===== config.mk =====
export PLATFORM = sky130hd
export DESIGN_NAME = obus_master
export DESIGN_NICKNAME = d
export VERILOG_FILES = /design/src/rtl/obus_pkg.sv /design/src/rtl/obus_ca_pack.sv /design/src/rtl/obus_rd_capture.sv /design/src/rtl/obus_master.sv
export SDC_FILE = /design/constraint.sdc
export NUM_CORES = 1
export LEC_CHECK = 0
export ABC_AREA = 1
export CORE_UTILIZATION = 47
export CTS_CLUSTER_DIAMETER = 80
export DETAILED_ROUTE_END_ITERATION = 7
export PLACE_DENSITY = 0.73
export SYNTH_ARGS = -nofsm -noshare
export SYNTH_HDL_FRONTEND = slang
export SYNTH_SLANG_ARGS = --single-unit
export TNS_END_PERCENT = 20

===== constraint.sdc =====
create_clock -name clk_i -period 2.1 [get_ports clk_i]
set_clock_uncertainty 0.2 [all_clocks]
set_input_delay 0.525 -clock clk_i [delete_from_list [all_inputs] [get_ports clk_i]]
set_output_delay 0.525 -clock clk_i [all_outputs]
set_load 0.1 [all_outputs]

===== src/rtl/obus_pkg.sv =====
package obus_pkg;
  typedef enum logic [2:0] {
    ST_IDLE, ST_CA, ST_WAIT, ST_WDATA, ST_RDATA, ST_TAIL, ST_GAP
  } obus_st_e;

  localparam int CA_BYTES = 6;
endpackage


===== src/rtl/obus_ca_pack.sv =====
module obus_ca_pack #(
  parameter int          ADDR_W    = 32,
  parameter logic [31:0] BASE_ADDR = 32'h8000_0000
) (
  input  logic              wr_i,
  input  logic              reg_i,
  input  logic              linear_i,
  input  logic [ADDR_W-1:0] addr_i,
  output logic [47:0]       ca_o
);
  logic [ADDR_W-1:0] off;
  logic [31:0]       wa;

  assign off  = addr_i - BASE_ADDR[ADDR_W-1:0];
  assign wa   = 32'(off >> 1);
  assign ca_o = {~wr_i, reg_i, linear_i, wa[31:3], 13'd0, wa[2:0]};
endmodule


===== src/rtl/obus_rd_capture.sv =====
module obus_rd_capture (
  input  logic        clk_i,
  input  logic        rst_ni,
  input  logic        en_i,
  input  logic        ds_i,
  input  logic [7:0]  dq_i,
  output logic        edge_o,
  output logic [15:0] word_o,
  output logic        word_vld_o
);
  logic       ds_q;
  logic       ph_q;
  logic [7:0] hi_q;

  assign edge_o = en_i && (ds_i != ds_q);

  always_ff @(posedge clk_i or negedge rst_ni) begin
    if (!rst_ni) begin
      ds_q       <= 1'b0;
      ph_q       <= 1'b0;
      hi_q       <= '0;
      word_o     <= '0;
      word_vld_o <= 1'b0;
    end else begin
      ds_q       <= ds_i;
      word_vld_o <= 1'b0;
      if (!en_i) begin
        ph_q <= 1'b0;
      end else if (edge_o) begin
        ph_q <= ~ph_q;
        if (!ph_q) hi_q <= dq_i;
        else begin
          word_o     <= {hi_q, dq_i};
          word_vld_o <= 1'b1;
        end
      end
    end
  end
endmodule


===== src/rtl/obus_master.sv =====
module obus_master
  import obus_pkg::*;
#(
  parameter int          ADDR_W    = 32,
  parameter logic [31:0] BASE_ADDR = 32'h8000_0000,
  parameter int          LEN_W     = 8,
  parameter int          LAT_W     = 4,
  parameter int          GAP_W     = 4
) (
  input  logic              clk_i,
  input  logic              rst_ni,
  input  logic              req_valid_i,
  output logic              req_ready_o,
  input  logic              req_write_i,
  input  logic              req_reg_i,
  input  logic              req_linear_i,
  input  logic [ADDR_W-1:0] req_addr_i,
  input  logic [LEN_W-1:0]  req_words_m1_i,
  input  logic [LAT_W-1:0]  latency_i,
  input  logic [GAP_W-1:0]  cs_gap_i,
  input  logic [15:0]       wdata_i,
  output logic              wdata_ready_o,
  output logic [15:0]       rdata_o,
  output logic              rdata_valid_o,
  output logic              done_o,
  output logic              bus_cs_no,
  output logic              bus_ck_o,
  output logic [7:0]        bus_dq_o,
  output logic              bus_dq_oe_o,
  input  logic [7:0]        bus_dq_i,
  input  logic              bus_ds_i
);
  localparam int MAX_A = (LEN_W > LAT_W) ? LEN_W : LAT_W;
  localparam int MAX_W = (MAX_A > GAP_W) ? MAX_A : GAP_W;
  localparam int CNT_W = MAX_W + 2;
  localparam logic [CNT_W-1:0] CA_LAST = CNT_W'(CA_BYTES - 1);

  obus_st_e         st_q;
  logic [47:0]      ca_w, ca_sr;
  logic [CNT_W-1:0] cnt_q;
  logic             tog_q, wr_q;
  logic [LEN_W-1:0] n_q;
  logic [LAT_W-1:0] lat_q;
  logic [GAP_W-1:0] gap_q;
  logic [15:0]      wbuf_q;
  logic             rd_edge;
  logic [CNT_W-1:0] byte_last, wait_last, gap_last;
  logic             active, data_st;

  obus_ca_pack #(.ADDR_W(ADDR_W), .BASE_ADDR(BASE_ADDR)) u_ca (
    .wr_i(req_write_i), .reg_i(req_reg_i), .linear_i(req_linear_i),
    .addr_i(req_addr_i), .ca_o(ca_w)
  );

  obus_rd_capture u_rd (
    .clk_i(clk_i), .rst_ni(rst_ni), .en_i(st_q == ST_RDATA),
    .ds_i(bus_ds_i), .dq_i(bus_dq_i), .edge_o(rd_edge),
    .word_o(rdata_o), .word_vld_o(rdata_valid_o)
  );

  assign byte_last = CNT_W'({n_q, 1'b1});
  assign wait_last = CNT_W'({lat_q, 1'b0}) - CNT_W'(1);
  assign gap_last  = CNT_W'(gap_q) - CNT_W'(1);
  assign data_st   = wr_q ? 1'b1 : 1'b0;
  assign active    = (st_q == ST_CA) || (st_q == ST_WAIT) ||
                     (st_q == ST_WDATA) || (st_q == ST_RDATA);

  assign req_ready_o = (st_q == ST_IDLE);
  assign bus_cs_no   = (st_q == ST_IDLE) || (st_q == ST_GAP);
  assign bus_ck_o    = active && !tog_q;
  assign bus_dq_oe_o = (st_q == ST_CA) || (st_q == ST_WDATA);
  assign done_o      = (st_q == ST_TAIL) && (cnt_q == '0);

  always_comb begin
    unique case (st_q)
      ST_CA:    bus_dq_o = ca_sr[47:40];
      ST_WDATA: bus_dq_o = cnt_q[0] ? wbuf_q[7:0] : wbuf_q[15:8];
      default:  bus_dq_o = 8'h00;
    endcase
  end

  // fetch next word one cycle ahead of its high byte
  assign wdata_ready_o = wr_q && (
      ((st_q == ST_CA) && (cnt_q == CA_LAST) && (lat_q == '0)) ||
      ((st_q == ST_WAIT) && (cnt_q == wait_last)) ||
      ((st_q == ST_WDATA) && cnt_q[0] && (cnt_q != byte_last)));

  always_ff @(posedge clk_i or negedge rst_ni) begin
    if (!rst_ni) begin
      st_q   <= ST_IDLE;
      ca_sr  <= '0;
      cnt_q  <= '0;
      tog_q  <= 1'b0;
      wr_q   <= 1'b0;
      n_q    <= '0;
      lat_q  <= '0;
      gap_q  <= '0;
      wbuf_q <= '0;
    end else begin
      if (wdata_ready_o) wbuf_q <= wdata_i;
      if (active) tog_q <= ~tog_q;
      unique case (st_q)
        ST_IDLE: if (req_valid_i) begin
          ca_sr <= ca_w;
          wr_q  <= req_write_i;
          n_q   <= req_words_m1_i;
          lat_q <= latency_i;
          gap_q <= cs_gap_i;
          cnt_q <= '0;
          tog_q <= 1'b0;
          st_q  <= ST_CA;
        end
        ST_CA: begin
          ca_sr <= {ca_sr[39:0], 8'h00};
          cnt_q <= cnt_q + 1'b1;
          if (cnt_q == CA_LAST) begin
            cnt_q <= '0;
            if (lat_q != '0) st_q <= ST_WAIT;
            else             st_q <= data_st ? ST_WDATA : ST_RDATA;
          end
        end
        ST_WAIT: begin
          cnt_q <= cnt_q + 1'b1;
          if (cnt_q == wait_last) begin
            cnt_q <= '0;
            st_q  <= data_st ? ST_WDATA : ST_RDATA;
          end
        end
        ST_WDATA: begin
          cnt_q <= cnt_q + 1'b1;
          if (cnt_q == byte_last) begin
            cnt_q <= '0;
            st_q  <= ST_TAIL;
          end
        end
        ST_RDATA: if (rd_edge) begin
          cnt_q <= cnt_q + 1'b1;
          if (cnt_q == byte_last) begin
            cnt_q <= '0;
            st_q  <= ST_TAIL;
          end
        end
        ST_TAIL: begin
          cnt_q <= cnt_q + 1'b1;
          if (cnt_q == CNT_W'(1)) begin
            cnt_q <= '0;
            st_q  <= (gap_q == '0) ? ST_IDLE : ST_GAP;
          end
        end
        ST_GAP: begin
          cnt_q <= cnt_q + 1'b1;
          if (cnt_q == gap_last) begin
            cnt_q <= '0;
            st_q  <= ST_IDLE;
          end
        end
        default: st_q <= ST_IDLE;
      endcase
    end
  end
endmodule


==> impl_metrics.tcl, run 1 <==
set metrics [dict create \
    status "finished, violations left" \
    violations "design-rule violations, negative setup slack" \
    cts_buffers 9 \
    die_h_um 111 \
    gp_congestion 0.862 \
    grt.overflow.total 0 \
    grt_pass1_wl_mm 25.0 \
    ir_drop_uv 1180 \
    rsz0062_at_grt "true" \
    synth_nets 782 \
    pwr_density_cell_nw_per_um2 1610 \
    area_delta_synth_final_pct 51.1 \
    core_um2 11500 \
    synth.most_common_cell "nand2_1" \
    dpl.hpwl_mm 10.7 \
    yosys_register_bits 112 \
    p_leak_nw 4.10 \
    drive_above_1_share_pct 25.8 \
    max_slew_margin_pct 66.6 \
    place_ws_ps -271 \
    diodes 0 \
    vias 5290 \
    crit_arrival_ps 2050 \
    io-pin-count 110 \
    drt_wl_total_mm 15.0 \
    crit_fanout 2 \
    antenna_left 0 \
    h-tree-depth 3 \
    avgSynthCellArea_um2 8.00 \
    synth_area_um2 5580 \
    synthArstFlopShare_pct 100 \
    vias_per_cell 5.17 \
    first_pass_iters 7 \
    fin_crit_ps 2770 \
    rrSetupSlack_ps -90 \
    cts_root_buffer "clkbuf_16" \
    synth_area_leader_cell "dfrtp_1" \
    hold_viol_final 0 \
    wl_per_cell_um 14.7 \
    clk_latency_ps 360 \
    num-fill-cells 811 \
    p_seq_share_pct 26.2 \
    whs_ps 277 \
    grt_pass1_vias 5412 \
    cts_num_sinks 112 \
    finalSetupViolCount 34 \
    drv_cap 0 \
    r2r_cells 14 \
    synth_top_area_share_pct 50.2 \
    clk_pin_slew_worst_paths_ps 70 \
    power.share.clock_pct 12.7 \
    timing.rr.end "cnt_q[2]" \
    setup_ws_ps -673 \
    ys_top_cells_by_area "dfrtp_1 50%, nand2_1 17%, inv_1 5.8%" \
    synth_commonest_cells "246 x nand2_1, 112 x dfrtp_1, 86 x inv_1, 50 x o21ai_0, 30 x nor2_1" \
    yosysSeqAreaShare_pct 50.2 \
    swShare_pct 47.0 \
    r2r-start "lat_q[0]" \
    antenna_found_initial 0 \
    first_iter_violations 333 \
    synthCells 697 \
    critical_path_class "flop to primary output" \
    p_comb_share_pct 61.1 \
    synth_cell_types 33 \
    synth_edf_count 0 \
    tritoncts "built" \
    yosys_most_used_dff "dfrtp_1" \
    die-width_um 111 \
    hold_depth 2 \
    regArea_um2 2810 \
    initial_core_util_pct 48.4 \
    start_kind "flop" \
    min_path_type "flop to flop" \
    cts_buffer_depth 2 \
    ys_warn_count 0 \
    num_rows 39 \
    fmaxAchievable_mhz 361 \
    worstMarginPinSlew_ps 501 \
    cp-endpoint "wdata_ready_o" \
    p_sw_w 0.00638 \
    io_buffers 108 \
    worstPathRequired_ps 1370 \
    layout.nets 960 \
    critPathLaunch "lat_q[0]" \
    end_kind "primary output" \
    drv_slew 0 \
    die-area_um2 12300 \
    grt_max_degree 49 \
    p_int_w 0.00719 \
    drc 4 \
    period_share_pct 132 \
    grt_usage_pct 25.5 \
    multi_input_area_um2 2640 \
]
## logic make-up (layout without fill, tap and decap cells)
kind of cell               count (synthesis)  count (layout)  synth area share (%)
and+or+nand+nor                          353             353                  26.9
buffers and inverters                    120             303                  8.95
DFF                                      112             112                  50.2
AOI/OAI and AO/OA                         93              93                  10.5
xor gates and xnor gates                  13              13                  2.04
adders and majority gates                  6               6                  1.35
## sequential cells by signal, summed over array words and instances (netlist names)
name and cells:
ca_sr 38, u_rd.word_o 16, wbuf_q 16, cnt_q 10, n_q 8, u_rd.hi_q 8, gap_q 4, lat_q 4
st_q 3, tog_q 1, u_rd.ds_q 1, u_rd.ph_q 1, u_rd.word_vld_o 1, wr_q 1
## cells in the final DEF, fill, tap and decap left out, drive strengths merged, types with 4 or more instances in the layout
cell type      netlist  routed
nand4                5       5
nor3                30      30
clkinv               1       4
nand3               29      29
inv                 92      94
a221oi              22      22
clkbuf               8       9
o22ai               12      12
xnor2                4       4
nand2              251     251
o21ai               50      50
a21oi                5       5
clkdlybuf4s50        0      76
nor2                38      38
buf                 19     117
xor2                 9       9
dfrtp              112     112
ha                   6       6
## power by group through the flow
stage	clock, W	combinational, W	sequential (W)
2_1_floorplan	0	0.00421	0.00418
3_3_place_gp	0	0.00739	0.00350
3_5_place_dp	0	0.00755	0.00353
4_1_cts	0.00175	0.00775	0.00352
5_1_grt	0.00183	0.00892	0.00366
6_report	0.00172	0.00829	0.00356
## per-layer routing
layer	vias up	global-route usage, %	share of wire (%)
met3	39	6.45	5.5
li1	2578	-	-
met2	163	43.6	49
met4	0	8.77	2.7
met1	2510	31.4	43
met5	-	0	0
## per-stage QoR
stage | power (W) | setup TNS [ps] | area, um^2 | util (%) | instances
floorplan | 0.00838 | -8420 | 5770 | - | 697
global placement | 0.0109 | -3160 | 7760 | 67.4 | 994
detailed placement | 0.0111 | -5230 | 7760 | 67.4 | 994
CTS | 0.0130 | -3770 | 8140 | 70.7 | 1012
global route | 0.0144 | -7850 | 8430 | 73.2 | 1023
finish | 0.0136 | -4950 | 8430 | 73.2 | 1023
## layout make-up
type | instances | area share [%]
multi-input cells | 465 | 31.3
flip-flops and latches | 112 | 33.3
repair buffers | 194 | 25.4
inverters | 93 | 4.32
clock inverters | 7 | 0.831
well taps | 143 | 2.12
clock buffers | 9 | 2.67
## worst min path at each step
stage / startpoint / to
5_1_grt: u_rd.hi_q[5] / u_rd.word_o[13]
4_1_cts: u_rd.hi_q[5] / u_rd.word_o[13]
2_1_floorplan: rst_ni / ca_sr[0]
3_3_place_gp: u_rd.hi_q[3] / u_rd.word_o[11]
3_5_place_dp: u_rd.hi_q[5] / u_rd.word_o[13]
6_report: u_rd.hi_q[5] / u_rd.word_o[13]
## what timing repair did
| action | in CTS | in global routing |
|---|---|---|
| buffers inserted | 1 | 11 |
| pin swaps | 7 | 23 |
| gates resized for setup | 22 | 67 |
| setup endpoints to repair | 41 | 55 |
| hold buffers | 1 | 0 |
| endpoints found under the hold margin | 31 | 0 |
| cloned | 0 | 0 |
## worst max-delay path, cell delays in order, from the launching register on
cell     delay (ps)
dfrtp_1         400
inv_2            80
ha_4            210
nand2_2          80
inv_2            40
nor2_2           90
nand2_1          70
nor2_2          120
nand4_1         170
nand3_2         130
nand2_4          70
inv_4            70
buf_12          160
Note: power is estimated with default switching activity, not from simulation.
==> run 2: changes to the inputs <==
--- a/config.mk
+++ b/config.mk
@@ -6,10 +6,13 @@
 export NUM_CORES = 1
 export LEC_CHECK = 0
 export ABC_AREA = 1
-export CORE_UTILIZATION = 47
+export CELL_PAD_IN_SITES_DETAIL_PLACEMENT = 1
+export CELL_PAD_IN_SITES_GLOBAL_PLACEMENT = 1
+export CORE_UTILIZATION = 34
+export CTS_BUF_LIST = sky130_fd_sc_hd__clkbuf_4 sky130_fd_sc_hd__clkbuf_8 sky130_fd_sc_hd__clkbuf_16
 export CTS_CLUSTER_DIAMETER = 80
 export DETAILED_ROUTE_END_ITERATION = 7
-export PLACE_DENSITY = 0.73
+export PLACE_DENSITY = 0.72
 export SYNTH_ARGS = -nofsm -noshare
 export SYNTH_HDL_FRONTEND = slang
 export SYNTH_SLANG_ARGS = --single-unit
==> run 2 against run 1 <==
Compared with the run above:
- wire length grew 25%
- core utilization shrank 19 points
- via count grew 1.9%
- register-to-register slack lost 450 ps
- sequential power is essentially flat
- power grew 3.2%
- final area grew 2.5%
- the flow finishes with violations (negative setup slack)
- sequential cell count is the same
- final cell count grew 7.8%
- first-iteration DRC count shrank 36%
- highest routed layer unchanged
- die area grew 37%
- worst setup slack gained 85 ps
==> impl_metrics.tcl, run 2 (same netlist as run 1, synthesis figures left out) <==
set metrics [dict create \
    status "finished, violations left" \
    violations "negative setup slack" \
    critPathTopFamily "simple AND/OR/NAND/NOR gates" \
    grt_usage_pct 23.7 \
    antenna_left 0 \
    crit_fanout 2 \
    drt_wl_total_mm 18.8 \
    p_int_w 0.00738 \
    reg_top3 "ca_sr: 38 flops, u_rd.word_o: 16 flops, wbuf_q: 16 flops" \
    largest_register "ca_sr" \
    cts_buffers 9 \
    layout.nets 968 \
    cts_buffer_depth 2 \
    grt_max_degree 47 \
    period_share_pct 128 \
    first_pass_iters 4 \
    cts_num_sinks 112 \
    core_um2 15900 \
    path_cells "inv_2, ha_4, nand2_2, inv_2, nor2_2, nand2_1, nor2_2, nand4_1, nand3_2, nand2_4, inv_4, buf_12" \
    p_leak_nw 4.16 \
    vias_per_cell 4.89 \
    grt_pass1_wl_mm 30.5 \
    drive_above_1_share_pct 26.0 \
    layout_common_cells "217 x nand2_1, 108 x dfrtp_1, 76 x clkdlybuf4s50_1" \
    vias 5390 \
    max_stage_delay_ps 400 \
    cp_slowest_cell "dfrtp_1" \
    tritoncts "built" \
    worstMarginPinSlew_ps 333 \
    grt.overflow.total 0 \
    clk_pin_slew_worst_paths_ps 70 \
    diodes 0 \
    power_w 0.0140 \
    drc 0 \
    p_comb_share_pct 60.7 \
    wl_per_cell_um 17.0 \
    pwr_density_cell_nw_per_um2 1620 \
    largest_register_ff_count 38 \
    power.share.clock_pct 13.8 \
    min_path_type "flop to flop" \
    fin_crit_ps 2690 \
    drv_slew 0 \
    regArea_um2 2810 \
    hold_viol_final 0 \
    drv_cap 0 \
    multi_input_area_um2 2600 \
    area_delta_synth_final_pct 54.9 \
    crit_arrival_ps 1960 \
    io-pin-count 110 \
    grt_pass1_vias 6050 \
    end_kind "primary output" \
    p_sw_w 0.00662 \
    max_slew_margin_pct 77.6 \
    die_h_um 130 \
    ir_drop_uv 993 \
    first_iter_violations 214 \
    final_common_cell "nand2_1" \
    setup_ws_ps -589 \
    critical_path_class "flop to primary output" \
    initial_core_util_pct 35.0 \
    placed_cell_area_um2 7920 \
    whs_ps 286 \
    p_seq_share_pct 25.5 \
    gp_congestion 0.875 \
    start_kind "flop" \
    die-width_um 130 \
    io_buffers 108 \
    path_buf_inv 4 \
    finish.instance_area_um2 8640 \
    h-tree-depth 3 \
    antenna_found_initial 0 \
    dpl.hpwl_mm 13.9 \
    clk_latency_ps 360 \
    swShare_pct 47.3 \
    die-area_um2 16900 \
    fmaxAchievable_mhz 372 \
    worstPathRequired_ps 1370 \
    finalSetupViolCount 26 \
    cts_root_buffer "clkbuf_16" \
    num_rows 46 \
    num-fill-cells 1859 \
    rsz0062_at_grt "true" \
]
[run 2: changes by cell type in the layout (fill, tap and decap cells not counted), moves of 2 or more]
cell,delta
buf_8,+2
nand2_4,-5
clkinv_2,-3
buf_12,+3
nand2_1,+2
buf_4,+3
nand2_2,+3
[run 2: stage by stage]
| stage | util [%] | TNS (ps) | std cells | setup WS (ps) |
|---|---|---|---|---|
| after floorplan | - | -8420 | 697 | -588 |
| after global placement | 49.7 | -6460 | 1072 | -299 |
| after detailed placement | 49.7 | -11440 | 1072 | -349 |
| after CTS | 54.0 | -9830 | 1103 | -593 |
| after global routing | 54.2 | -14760 | 1103 | -720 |
| final | 54.2 | -10710 | 1103 | -589 |
[run 2: timing repair]
action,CTS,global route
endpoints found under the hold margin,6,0
setup buffers,15,0
pin swaps,17,5
hold buffers,1,0
endpoints found under the setup margin,43,42
gates resized for setup,84,9
[run 2: layer usage]
| metal | track usage (%) | wire (um) | up-vias |
|---|---|---|---|
| li1 | - | - | 2591 |
| met1 | 26.9 | 7600 | 2656 |
| met2 | 42.6 | 9710 | 115 |
| met3 | 6.97 | 1060 | 28 |
| met4 | 7.32 | 428 | 0 |
| met5 | 0 | 0 | - |
[run 2: cell type report]
class	instances	share of cell area, %
Sequential cell	112	32.5
Timing Repair Buffer	202	26.1
Multi-Input combinational cell	465	30.1
Clock buffer	10	2.77
Tap cell	216	3.13
Inverter	93	4.39
Clock inverter	5	1.03
[run 2: final timing paths]
kind,startpoint,end,slack (ps),cells after the start
worst max register to register,lat_q[0],cnt_q[6],-540,19
max in group asynchronous,rst_ni,n_q[0],830,3
worst min-delay path,wbuf_q[6],wbuf_q[6],290,2
worst min register to register,wbuf_q[6],wbuf_q[6],290,2
min in group asynchronous,rst_ni,cnt_q[2],340,2
worst max-delay path,lat_q[0],wdata_ready_o,-590,12
[run 2: worst reg2reg max path, delay by kind of cell (launching register included)]
family	cells	cell delay [ps]
AO/OA/AOI/OAI	1	80
adder cells (fa/ha/maj)	1	200
buffers and inverters	9	880
flip-flops	1	400
AND/OR/NAND/NOR	8	780
[run 2: power by group through the flow]
stage                     Combinational (W)  Clock (W)  Sequential (W)
final                               0.00851    0.00193         0.00357
after floorplan                     0.00421          0         0.00418
after global placement              0.00767          0         0.00352
after global routing                0.00913    0.00205         0.00367
after detailed placement            0.00793          0         0.00356
after CTS                           0.00851    0.00197         0.00357
